$ cat config.mk
export PLATFORM = sky130hd
export DESIGN_NAME = flash_slice_erase
export DESIGN_NICKNAME = d
export VERILOG_FILES = /design/src/rtl/fse_pkg.sv /design/src/rtl/fse_addr_check.sv /design/src/rtl/fse_elapsed.sv /design/src/rtl/fse_seq.sv /design/src/rtl/flash_slice_erase.sv
export SDC_FILE = /design/constraint.sdc
export NUM_CORES = 1
export LEC_CHECK = 0
export CORE_MARGIN = 5
export CORE_UTILIZATION = 60
export DETAILED_ROUTE_END_ITERATION = 10
export DONT_BUFFER_PORTS = 1
export PLACE_DENSITY_LB_ADDON = 0.25
export REMOVE_ABC_BUFFERS = 1
export SLEW_MARGIN = 30
export SYNTH_ARGS = -nofsm -noshare
export SYNTH_HDL_FRONTEND = slang
export SYNTH_SLANG_ARGS = --single-unit
$ cat constraint.sdc
create_clock -name clk -period 12.21 [get_ports clk]
set_input_delay 1.221 -clock clk [delete_from_list [all_inputs] [get_ports clk]]
set_output_delay 1.221 -clock clk [all_outputs]
set_load 0.02 [all_outputs]
$ cat src/rtl/fse_pkg.sv
package fse_pkg;
  typedef enum logic [1:0] {OP_ARM = 2'd0, OP_SLICE = 2'd1, OP_PAGE = 2'd2, OP_NONE = 2'd3} fse_op_e;
  typedef enum logic [1:0] {MODE_RO = 2'd0, MODE_ERASE = 2'd1, MODE_PARTIAL = 2'd2} fse_mode_e;
  typedef enum logic [1:0] {STS_OK = 2'd0, STS_BADADDR = 2'd1, STS_NOPEND = 2'd2} fse_status_e;
endpackage

$ cat src/rtl/fse_addr_check.sv
module fse_addr_check #(
  parameter int          ADDR_W     = 32,
  parameter int          PAGE_BYTES = 4096,
  parameter int          PAGE_COUNT = 256,
  parameter logic [31:0] FLASH_BASE = 32'h0
) (
  input  logic [ADDR_W-1:0] addr,
  output logic              ok
);
  localparam logic [63:0] SPAN = 64'(PAGE_BYTES) * 64'(PAGE_COUNT);
  localparam int PB_LOG = $clog2(PAGE_BYTES);

  logic [ADDR_W-1:0] offset;
  logic              in_range;
  logic              aligned;

  assign offset   = addr - ADDR_W'(FLASH_BASE);
  assign in_range = 64'(offset) < SPAN;

  generate
    if ((PAGE_BYTES & (PAGE_BYTES - 1)) == 0) begin : g_pow2
      assign aligned = (addr[PB_LOG-1:0] == '0);
    end else begin : g_mod
      assign aligned = ((64'(addr) % 64'(PAGE_BYTES)) == 64'd0);
    end
  endgenerate

  assign ok = in_range && aligned;
endmodule

$ cat src/rtl/fse_elapsed.sv
module fse_elapsed #(
  parameter int DUR_W         = 8,
  parameter int ELA_W         = 9,
  parameter int FULL_ERASE_MS = 85
) (
  input  logic             clk,
  input  logic             rst,
  input  logic             clear,
  input  logic             add,
  input  logic [DUR_W-1:0] dur,
  output logic             reached
);
  logic [ELA_W-1:0] total_q;
  logic [ELA_W:0]   sum;

  assign sum     = {1'b0, total_q} + (ELA_W + 1)'(dur);
  assign reached = sum >= (ELA_W + 1)'(FULL_ERASE_MS);

  always_ff @(posedge clk) begin
    if (rst || clear) total_q <= '0;
    else if (add)     total_q <= sum[ELA_W-1:0];
  end
endmodule

$ cat src/rtl/fse_seq.sv
module fse_seq
  import fse_pkg::*;
#(
  parameter int ADDR_W        = 32,
  parameter int DUR_W         = 8,
  parameter int CYC_W         = 19,
  parameter int CYC_PER_MS    = 1000,
  parameter int FULL_ERASE_MS = 85
) (
  input  logic              clk,
  input  logic              rst,
  input  logic              cmd_valid,
  input  logic [1:0]        cmd_op,
  input  logic [ADDR_W-1:0] cmd_addr,
  input  logic [DUR_W-1:0]  cmd_dur_ms,
  input  logic              addr_ok,
  input  logic              el_reached,
  output logic              el_clear,
  output logic              el_add,
  output logic [DUR_W-1:0]  dur_q,
  output logic              busy,
  output logic              rsp_valid,
  output logic [1:0]        rsp_status,
  output logic              rsp_done,
  output logic [ADDR_W-1:0] pend_addr,
  output logic [1:0]        fl_mode,
  output logic              fl_req,
  output logic [ADDR_W-1:0] fl_page_addr,
  output logic [CYC_W-1:0]  fl_cycles,
  input  logic              fl_ready
);
  localparam logic [ADDR_W-1:0] SENTINEL = '1;

  typedef enum logic [1:0] {S_IDLE, S_START, S_WAIT, S_FIN} state_e;
  state_e  state;
  logic    partial_q;
  fse_op_e op;

  assign op       = fse_op_e'(cmd_op);
  assign el_clear = (state == S_IDLE) && cmd_valid && (op == OP_ARM) && addr_ok;
  assign el_add   = (state == S_FIN) && partial_q;

  always_ff @(posedge clk) begin
    if (rst) begin
      state        <= S_IDLE;
      busy         <= 1'b0;
      rsp_valid    <= 1'b0;
      rsp_status   <= STS_OK;
      rsp_done     <= 1'b0;
      pend_addr    <= SENTINEL;
      dur_q        <= '0;
      fl_mode      <= MODE_RO;
      fl_req       <= 1'b0;
      fl_page_addr <= '0;
      fl_cycles    <= '0;
      partial_q    <= 1'b0;
    end else begin
      rsp_valid <= 1'b0;
      fl_req    <= 1'b0;
      case (state)
        S_IDLE: begin
          if (cmd_valid) begin
            case (op)
              OP_ARM: begin
                rsp_valid <= 1'b1;
                rsp_done  <= 1'b0;
                if (addr_ok) begin
                  rsp_status <= STS_OK;
                  pend_addr  <= cmd_addr;
                  dur_q      <= cmd_dur_ms;
                end else begin
                  rsp_status <= STS_BADADDR;
                end
              end
              OP_SLICE: begin
                if (pend_addr == SENTINEL) begin
                  rsp_valid  <= 1'b1;
                  rsp_done   <= 1'b0;
                  rsp_status <= STS_NOPEND;
                end else begin
                  busy         <= 1'b1;
                  fl_mode      <= MODE_PARTIAL;
                  partial_q    <= 1'b1;
                  fl_page_addr <= pend_addr;
                  fl_cycles    <= CYC_W'(dur_q) * CYC_W'(CYC_PER_MS);
                  state        <= S_START;
                end
              end
              OP_PAGE: begin
                if (addr_ok) begin
                  busy         <= 1'b1;
                  fl_mode      <= MODE_ERASE;
                  partial_q    <= 1'b0;
                  fl_page_addr <= cmd_addr;
                  fl_cycles    <= CYC_W'(FULL_ERASE_MS) * CYC_W'(CYC_PER_MS);
                  state        <= S_START;
                end else begin
                  rsp_valid  <= 1'b1;
                  rsp_done   <= 1'b0;
                  rsp_status <= STS_BADADDR;
                end
              end
              default: ;
            endcase
          end
        end
        S_START: begin
          fl_req <= 1'b1;
          state  <= S_WAIT;
        end
        S_WAIT: begin
          if (fl_ready && !fl_req) begin
            fl_mode <= MODE_RO;
            state   <= S_FIN;
          end
        end
        S_FIN: begin
          busy       <= 1'b0;
          rsp_valid  <= 1'b1;
          rsp_status <= STS_OK;
          rsp_done   <= partial_q ? el_reached : 1'b1;
          if (partial_q && el_reached) pend_addr <= SENTINEL;
          state      <= S_IDLE;
        end
        default: state <= S_IDLE;
      endcase
    end
  end
endmodule

$ cat src/rtl/flash_slice_erase.sv
module flash_slice_erase #(
  parameter int          ADDR_W        = 32,
  parameter int          PAGE_BYTES    = 4096,
  parameter int          PAGE_COUNT    = 256,
  parameter logic [31:0] FLASH_BASE    = 32'h0,
  parameter int          DUR_W         = 8,
  parameter int          FULL_ERASE_MS = 85,
  parameter int          CYC_PER_MS    = 1000,
  parameter int          CYC_W         = $clog2((FULL_ERASE_MS + 2**DUR_W) * CYC_PER_MS + 1)
) (
  input  logic              clk,
  input  logic              rst,
  input  logic              cmd_valid,
  input  logic [1:0]        cmd_op,
  input  logic [ADDR_W-1:0] cmd_addr,
  input  logic [DUR_W-1:0]  cmd_dur_ms,
  output logic              busy,
  output logic              rsp_valid,
  output logic [1:0]        rsp_status,
  output logic              rsp_done,
  output logic [ADDR_W-1:0] pend_addr,
  output logic [1:0]        fl_mode,
  output logic              fl_req,
  output logic [ADDR_W-1:0] fl_page_addr,
  output logic [CYC_W-1:0]  fl_cycles,
  input  logic              fl_ready
);
  localparam int ELA_W = $clog2(FULL_ERASE_MS + 2**DUR_W);

  logic             addr_ok;
  logic             el_clear;
  logic             el_add;
  logic             el_reached;
  logic [DUR_W-1:0] dur_q;

  fse_addr_check #(
    .ADDR_W(ADDR_W), .PAGE_BYTES(PAGE_BYTES), .PAGE_COUNT(PAGE_COUNT), .FLASH_BASE(FLASH_BASE)
  ) addr_i (
    .addr(cmd_addr), .ok(addr_ok)
  );

  fse_elapsed #(
    .DUR_W(DUR_W), .ELA_W(ELA_W), .FULL_ERASE_MS(FULL_ERASE_MS)
  ) ela_i (
    .clk(clk), .rst(rst), .clear(el_clear), .add(el_add), .dur(dur_q), .reached(el_reached)
  );

  fse_seq #(
    .ADDR_W(ADDR_W), .DUR_W(DUR_W), .CYC_W(CYC_W),
    .CYC_PER_MS(CYC_PER_MS), .FULL_ERASE_MS(FULL_ERASE_MS)
  ) seq_i (
    .clk(clk), .rst(rst), .cmd_valid(cmd_valid), .cmd_op(cmd_op), .cmd_addr(cmd_addr),
    .cmd_dur_ms(cmd_dur_ms), .addr_ok(addr_ok), .el_reached(el_reached),
    .el_clear(el_clear), .el_add(el_add), .dur_q(dur_q), .busy(busy),
    .rsp_valid(rsp_valid), .rsp_status(rsp_status), .rsp_done(rsp_done),
    .pend_addr(pend_addr), .fl_mode(fl_mode), .fl_req(fl_req),
    .fl_page_addr(fl_page_addr), .fl_cycles(fl_cycles), .fl_ready(fl_ready)
  );
endmodule

# After elaboration in Yosys (flattened, before gate mapping)
# Cells that the tools add are included.
[classes]
addsub = 1
mul = 1
n_div = 0
n_lt_le_gt_ge = 2
eq_ne = 19
n_shift = 0
muxes = 46
n_bitwise = 0
reduce_logical = 22
[ops]
columns = ["operator", "count"]
rows = [
  ["32-bit two-way mux", 5],
  ["32-bit case mux with 2 select lines", 2],
  ["19-bit two-way mux", 2],
  ["19-bit case mux with 2 select lines", 1],
  ["32-bit == test (second input constant)", 1],
  ["32-bit by 21-bit < comparator with 1-bit output (second input constant)", 1],
  ["5-bit AND reduction", 5],
  ["2-bit two-way mux", 10],
  ["2-bit case mux with 2 select lines", 4],
  ["8-bit by 7-bit multiplier with 15-bit output (second input constant)", 1],
  ["1-bit two-way mux", 13],
  ["12-bit logical NOT", 1],
  ["3-bit != test (second input constant)", 4],
  ["9-bit by 8-bit adder with 10-bit output", 1],
  ["10-bit by 7-bit >= comparator with 1-bit output (second input constant)", 1],
  ["1-bit case mux with 2 select lines", 5],
  ["2-bit != test (second input constant)", 4],
  ["2-bit case mux with 4 select lines", 1],
  ["1-bit logical AND", 7],
  ["2-bit == test (second input constant)", 3],
  ["2-bit by 1-bit != test with 1-bit output (second input constant)", 3],
  ["1-bit case mux with 3 select lines", 2],
  ["2-bit case mux with 3 select lines", 1],
  ["6-bit AND reduction", 1],
  ["8 further kinds", 12],
]
[totals]
reg_bits = 111
latch_bits = 0
mem_bits_rw = 0
romBits = 0
in_bits = 46
out_inout_bits = 91
word_cells = 104
memories = 0

# Longest topological paths before layout
# Gate-level depths: netlist of run 1.
[logic_depth]
ltp_word = 6
ltp_mapped = 15
ltp_nobuf = 15

# By module
# Synthesis of run 1 repeated with hierarchy kept, for this count alone.
[unflattened]
hier_cells = 729
hier_area_um2 = 6441.2
[modules_own_cells]
columns = ["mod", "instances", "cells_each", "area_each_um2", "seq_area_each_um2"]
rows = [
  ["fse_seq", 1, 633, 5622.9, 1961.9],
  ["fse_elapsed", 1, 87, 760.7, 180.2],
  ["fse_addr_check", 1, 9, 57.6, 0.0],
]

# Least setup slack after synthesis of run 1
# No wires, ideal clock.
[synth_timing]
kind = "reg2reg"
startpoint = "reg seq_i.dur_q[1]"
endpoint = "reg seq_i.fl_cycles[16]"
setup_ns = 0.091
t_arrival_ns = 3.747
required_ns = 12.119
path_slack_ns = 8.372
path_stages_with_launch = 15
n_path_buf = 0
synth_period_minus_slack_ns = 3.838
path_cell_list = "dfxtp_1 > fa_1 > xor2_1 > ha_1 > inv_1 > fa_1 > fa_1 > inv_1 > ha_1 > o21a_1 > o31ai_1 > a211oi_1 > o21ai_0 > a31oi_1 > a311oi_1"
[synth_via]
elab_chain_len = 3
[synth_lines]
columns = ["element", "line", "text"]
rows = [
  ["start: declaration", "fse_seq.sv:20", "output logic [DUR_W-1:0] dur_q,"],
  ["start signal: assignment", "fse_seq.sv:70", "dur_q <= cmd_dur_ms;"],
  ["8-bit by 7-bit multiplier with 15-bit output", "fse_seq.sv:85", "fl_cycles <= CYC_W'(dur_q) * CYC_W'(CYC_PER_MS);"],
  ["19-bit two-way mux", "fse_seq.sv:76", "if (pend_addr == SENTINEL) begin"],
  ["19-bit case mux with 2 select lines", "fse_seq.sv:63", "case (op)"],
  ["end signal: assignment", "fse_seq.sv:85", ""],
  ["end signal: assignment", "fse_seq.sv:95", "fl_cycles <= CYC_W'(FULL_ERASE_MS) * CYC_W'(CYC_PER_MS);"],
  ["end: declaration", "fse_seq.sv:29", "output logic [CYC_W-1:0] fl_cycles,"],
]
# Every way passes these cells. The select of a mux whose other input is x is not followed.
# A chain may end at the register's enable or synchronous reset.

# Worst setup path after layout of run 1
# Same ends and word-level chain as after synthesis.

==> results of run 1 <==
[flip-flops by register name (all words and copies together), names as in the netlist]
register and cells:
seq_i.fl_page_addr 32, seq_i.pend_addr 32, seq_i.fl_cycles 15, ela_i.total_q 9, seq_i.dur_q 8, seq_i.fl_mode 2, seq_i.rsp_status 2, seq_i.state 2
seq_i.busy 1, seq_i.fl_req 1, seq_i.partial_q 1, seq_i.rsp_done 1, seq_i.rsp_valid 1
[cell usage in the layout (no fill, tap or decap), drive strengths merged, types with 11 or more instances in the layout]
cell type	count
nor4	11
o21ai	13
inv	62
a21oi	30
a211oi	41
dfxtp	107
nor3	12
nand2	26
o22a	32
mux2i	41
ha	55
nor2	85
fa	22
[worst paths after layout]
kind         depth (start not counted)                  end              from
min                                  2     ela_i.total_q[5]  ela_i.total_q[5]
max                                 14  seq_i.fl_cycles[16]    seq_i.dur_q[1]
max reg2reg                         14  seq_i.fl_cycles[16]    seq_i.dur_q[1]
min reg2reg                          2     ela_i.total_q[5]  ela_i.total_q[5]
[where the power goes]
| group | internal (µW) | switching [µW] |
|---|---|---|
| Sequential | 415 | 142 |
| Clock | 105 | 132 |
| Combinational | 100 | 142 |
| Total | 620 | 416 |
[worst reg2reg max path, delay by kind of cell (launching register included)]
family          cells  cell delay [ns]
compound gates      6             1.17
buf+inv             2             0.09
fa+ha+maj           5             2.10
xor+xnor            1             0.17
flops               1             0.57
[logic make-up (layout without fill, tap and decap cells)]
| family | after synthesis | after routing |
|---|---|---|
| AND/OR/NAND/NOR | 168 | 168 |
| AO/OA/AOI/OAI | 154 | 154 |
| flip-flops | 107 | 107 |
| buffers and inverters | 95 | 80 |
| adder cells (fa/ha/maj) | 77 | 77 |
| multiplexers | 41 | 41 |
| XOR/XNOR | 14 | 14 |
| other | 1 | 4 |
[cell type report]
class	instances	share of cell area, %
Multi-Input combinational cell	458	56.1
Sequential cell	107	33.6
Inverter	59	3.48
Tap cell	136	2.67
Clock buffer	10	2.16
Clock inverter	6	1.28
Timing Repair Buffer	5	0.648
[metrics by stage]
stage	hold WS [ns]	power, µW
floorplan	0.436	730
global placement	0.444	799
detailed placement	0.456	809
CTS	0.470	1040
global route	0.492	1100
finish	0.473	1040
[routing by layer]
metal / routed length [µm] / share of wire, % / vias up / track usage, %
met4: 291 / 2.1 / 0 / 8.92
met5: 0 / 0 / - / 0
met2: 6830 / 48 / 166 / 38.3
met1: 5660 / 40 / 2240 / 27.6
met3: 1370 / 9.7 / 19 / 7.37
li1: - / - / 2302 / -
==> results.sh, run 1 <==
export IMPL_fill_cells=846
export IMPL_dp_slack_ns=8.04
export IMPL_syn_instance_count=657
export IMPL_power_density_mw_per_mm2=163
export IMPL_rows=37
export IMPL_cts_resized=0
export IMPL_synth_seq_cells=107
export IMPL_vias=4727
export IMPL_grt_max_degree=69
export IMPL_synth_xor_area_share_pct=2.00
export IMPL_fin_area_mm2=0.00637
export IMPL_post_cts_buffers=0
export IMPL_htreeDepth=3
export IMPL_multi_input_comb_area_mm2=0.00358
export IMPL_max_stage_delay_ns=0.57
export IMPL_yosysWarningCount=0
export IMPL_postRouteAntennaNets=0
export IMPL_rsz0062_at_grt="no"
export IMPL_rrSetupSlack_ns=8.05
export IMPL_synthAdderAreaFrac_pct=18.4
export IMPL_seqCellArea_mm2=0.00214
export IMPL_root_buffer="clkbuf_8"
export IMPL_synth_mux_area_share_pct=6.68
export IMPL_power_leakage_uw=0.00261
export IMPL_ys_seq_area_share_pct=34.9
export IMPL_slew_headroom_pct=51.9
export IMPL_end_kind="flop"
export IMPL_fp_coreArea_mm2=0.0101
export IMPL_final_util_pct=62.8
export IMPL_synth_simple_area_share_pct=12.6
export IMPL_yosys_cell_count_top_type="dfxtp_1"
export IMPL_place_congestion=0.876
export IMPL_worstPathMaxFanout=9
export IMPL_cp_common_cell="fa_1"
export IMPL_fin_crit_sh_pct=34.1
export IMPL_cts_tree="built"
export IMPL_cp_top_family="adder cells"
export IMPL_clockBufferDepth=2
export IMPL_maxCapViolCount=0
export IMPL_drc=0
export IMPL_area_growth_pct=3.73
export IMPL_routedWlPerCell_um=18.1
export IMPL_die_x_um=111
export IMPL_path_clk_slew_ns=0.11
export IMPL_grt_pass1_wl_mm=23.7
export IMPL_ir_worst_vdd_v=0.000144
export IMPL_cp_start_kind="flop"
export IMPL_fin_setup_tns_ns=0
export IMPL_required_ns=12.51
export IMPL_synth_compound_area_share_pct=18.3
export IMPL_setup_slack_ns=8.05
export IMPL_clock_sinks=107
export IMPL_start_util_pct=60.6
export IMPL_cp_arrival_ns=4.46
export IMPL_cts_buffers=9
export IMPL_synth_area_top_cells="dfxtp_1 (35%), ha_1 (11%), fa_1 (7.2%)"
export IMPL_hp_class="reg2reg"
export IMPL_dpl_cell_area_mm2=0.00614
export IMPL_routed_via_density=6.05
export IMPL_dpl_cell_count=764
export IMPL_setup_viol=0
export IMPL_layout_cells_non_filler=781
export IMPL_die_area_mm2=0.0124
export IMPL_yosysTopAreaCell="dfxtp_1"
export IMPL_drv_slew=0
export IMPL_fin_worst_skew_ns=0.0112
export IMPL_cp_cell_sequence="fa_1, xor2_1, ha_1, inv_1, fa_1, fa_1, inv_1, ha_1, o21a_1, o31ai_1, a211oi_1, o21ai_0, a31oi_1, a311oi_1"
export IMPL_crit_type="reg2reg"
export IMPL_tightest_slew_ns=0.721
export IMPL_synth_distinct_cells=52
export IMPL_outcome="finished, final reports clean"
export IMPL_grtUsageTotal_pct=23.0
export IMPL_hpwl_mm=10.6
export IMPL_async_flop_share_pct=0
export IMPL_diodes=0
export IMPL_ioPinCount=137
export IMPL_crit_buf_inv=2
export IMPL_finalWirelength_mm=14.1
export IMPL_cts_hold_buffers_added=0
export IMPL_syn_area_per_cell_um2=9.35
export IMPL_syn_area_mm2=0.00614
export IMPL_synth_flop_cell="dfxtp_1"
export IMPL_die_h_um=111
export IMPL_synth_top_area_share_pct=34.9
export IMPL_fin_crit_ns=4.16
export IMPL_hold_viol_final=0
export IMPL_synth_edff_count=0
export IMPL_antenna_found_initial=0
export IMPL_dr_pass1_iters=5
export IMPL_grt_pass1_vias=4785
export IMPL_nNetsFinal=763
export IMPL_crit_slowest_cell="dfxtp_1"
export IMPL_overflow=0
export IMPL_netlist_top_cells_count="dfxtp_1 (107), nor2_1 (82), inv_1 (59)"
export IMPL_clock_latency_ns=0.38
export IMPL_port_buffers=0
export IMPL_synth_top_family_by_area="adder cells"
export IMPL_max_freq_mhz=240
export IMPL_first_iter_violations=239
export IMPL_drive_gt1_share_pct=4.96
No activity file was read; power rests on OpenSTA's default activity.
==> inputs of run 2 (changes only) <==
CORE_UTILIZATION = 58   (was 60)
clock period = 3.7 ns   (was 12.21 ns; I/O delays follow)
==> run 2 against run 1 <==
Net effect:
- the run now ends with negative setup slack left
- setup slack worse by 8.1 ns
- combinational power grew to 3.3 times the previous value
- clock skew up 0.0038 ns
- utilization up 2.1 points
- die area rose by 3.1%
- total power rose to 3.2 times the previous value
- non-clock buffer count increased by 31
- sequential power grew to 3.3 times the previous value
- clock power rose to 3.0 times the previous value
- final cell count rose by 4.0%
- global-route usage grew 0.64 points
- worst hold slack lost 0.42 ns
- critical path type unchanged
- critical endpoint unchanged
- largest power group unchanged
- highest routed layer unchanged
==> results.sh, run 2 (same netlist as run 1, synthesis figures left out) <==
export IMPL_p_int_uw=1970
export IMPL_setup_slack_ns=-0.0375
export IMPL_die_h_um=113
export IMPL_grt_pass1_vias=4914
export IMPL_max_stage_delay_ns=0.50
export IMPL_routedWlPerCell_um=18.7
export IMPL_die_x_um=113
export IMPL_setup_viol=2
export IMPL_ioPinCount=137
export IMPL_cp_common_cell="ha_1"
export IMPL_required_ns=3.99
export IMPL_ir_worst_vdd_v=0.000412
export IMPL_fp_coreArea_mm2=0.0103
export IMPL_dpl_cell_count=794
export IMPL_drv_slew=0
export IMPL_p_seq_share_pct=55.0
export IMPL_hp_class="in2reg"
export IMPL_clkPwrFrac_pct=20.9
export IMPL_vias=4897
export IMPL_root_buffer="clkbuf_8"
export IMPL_violations="negative setup slack"
export IMPL_die_area_mm2=0.0127
export IMPL_drc=0
export IMPL_drive_gt1_share_pct=13.8
export IMPL_cp_arrival_ns=4.02
export IMPL_tightest_slew_ns=0.719
export IMPL_start_util_pct=59.5
export IMPL_switching_share_pct=41.2
export IMPL_p_comb_share_pct=24.1
export IMPL_antenna_found_initial=0
export IMPL_finalWirelength_mm=15.2
export IMPL_fill_cells=832
export IMPL_diodes=0
export IMPL_place_congestion=0.854
export IMPL_maxCapViolCount=0
export IMPL_max_freq_mhz=268
export IMPL_end_kind="flop"
export IMPL_first_iter_violations=181
export IMPL_nNetsFinal=794
export IMPL_worstPathMaxFanout=5
export IMPL_power_density_mw_per_mm2=500
export IMPL_fin_worst_skew_ns=0.0151
export IMPL_postRouteAntennaNets=0
export IMPL_cp_cell_sequence="buf_4, ha_1, ha_1, inv_1, fa_1, inv_1, fa_1, ha_1, nor2b_4, o21a_1, o31ai_2, buf_4, a211oi_2, o21ai_1, a31oi_1, a311oi_1"
export IMPL_fin_crit_ns=3.74
export IMPL_final_cell_mix="dfxtp_1 (101), nor2_1 (80), inv_1 (54), ha_1 (51), mux2i_1 (41)"
export IMPL_clock_latency_ns=0.37
export IMPL_final_util_pct=64.9
export IMPL_hold_viol_final=0
export IMPL_cp_top_family="adder cells"
export IMPL_rsz0062_at_grt="yes"
export IMPL_cp_start_kind="flop"
export IMPL_cts_buffers=9
export IMPL_overflow=0
export IMPL_rows=37
export IMPL_fin_crit_sh_pct=101
export IMPL_crit_type="reg2reg"
export IMPL_area_growth_pct=9.11
export IMPL_crit_slowest_cell="fa_1"
export IMPL_clock_sinks=107
export IMPL_grt_pass1_wl_mm=24.7
export IMPL_clockBufferDepth=2
export IMPL_routed_via_density=6.03
export IMPL_grtUsageTotal_pct=23.7
export IMPL_mostFrequentLayoutCell="dfxtp_1"
export IMPL_reg_top3="seq_i.fl_page_addr x32, seq_i.pend_addr x32, seq_i.fl_cycles x15"
export IMPL_hold_worst_slack_ns=0.0528
export IMPL_hpwl_mm=11.0
export IMPL_slew_headroom_pct=52.0
export IMPL_layout_cells_non_filler=812
export IMPL_power_switching_uw=1380
export IMPL_power_leakage_uw=0.00275
export IMPL_htreeDepth=3
export IMPL_cts_tree="built"
export IMPL_port_buffers=0
export IMPL_crit_buf_inv=4
export IMPL_outcome="finished with violations"
export IMPL_grt_max_degree=69
export IMPL_dr_pass1_iters=4
export IMPL_path_clk_slew_ns=0.11
==> run 2: cell count changes in the layout (fill, tap and decap cells not counted), sizes merged <==
| cell | before | now |
|---|---|---|
| buf | 5 | 36 |
| bufinv | 1 | 0 |
| clkbuf | 10 | 11 |
| clkinvlp | 0 | 1 |
| inv | 62 | 61 |
==> run 2: layout make-up <==
class	instances	area (µm²)	area share, %
multi-input cells	458	3690	55.1
flip-flops and latches	107	2160	32.2
repair buffers	36	270	4.03
inverters	59	221	3.30
well taps	136	170	2.54
clock buffers	11	141	2.11
clock inverters	5	45.0	0.672
==> run 2: what timing repair did <==
| action | in CTS | in global routing |
|---|---|---|
| setup buffers | 2 | 0 |
| hold buffers | 0 | 0 |
| gates resized for setup | 18 | 22 |
| pin swaps | 18 | 23 |
| endpoints found under the setup margin | 7 | 8 |
==> run 2: path summary, 6_finish.rpt <==
| check | startpoint | to | slack [ns] | cells past startpoint |
|---|---|---|---|---|
| setup / recovery | seq_i.dur_q[2] | seq_i.fl_cycles[16] | -0.04 | 16 |
| hold / removal | rst | seq_i.fl_page_addr[15] | 0.05 | 1 |
| setup reg to reg | seq_i.dur_q[2] | seq_i.fl_cycles[16] | -0.04 | 16 |
| hold reg to reg | ela_i.total_q[7] | ela_i.total_q[7] | 0.47 | 2 |
==> run 2: per-stage QoR <==
stage / setup slack (ns) / power [µW] / TNS, ns / area [µm²]
3_3_place_gp: -0.152 / 2640 / -0.470 / 6360
6_report: -0.0375 / 3350 / -0.0517 / 6700
5_1_grt: -0.195 / 3550 / -0.757 / 6700
4_1_cts: -0.129 / 3370 / -0.410 / 6640
3_5_place_dp: -0.229 / 2680 / -0.912 / 6370
2_1_floorplan: -0.294 / 2410 / -9.22 / 5940
==> run 2: per-layer routing <==
layer | wire length, µm | vias up | global-route usage (%)
met2 | 7260 | 181 | 39.6
met4 | 212 | 0 | 6.33
met1 | 6210 | 2337 | 28.5
met5 | 0 | - | 0
li1 | - | 2362 | -
met3 | 1530 | 17 | 9.09
==> run 2: power groups by stage <==
stage / clock network, µW / registers (µW) / logic, µW
after global routing: 770 / 1880 / 900
final: 701 / 1840 / 808
after global placement: 0 / 1860 / 776
after detailed placement: 0 / 1870 / 807
after CTS: 713 / 1850 / 812
after floorplan: 0 / 1790 / 618
==> run 2: worst reg2reg max path, cell delays in order, from the launching register on <==
cell and delay, ns:
dfxtp_4 0.38, buf_4 0.14, ha_1 0.28, ha_1 0.28, inv_1 0.05, fa_1 0.50, inv_1 0.05, fa_1 0.43
ha_1 0.32, nor2b_4 0.14, o21a_1 0.20, o31ai_2 0.18, buf_4 0.17, a211oi_2 0.06, o21ai_1 0.13, a31oi_1 0.09
a311oi_1 0.26
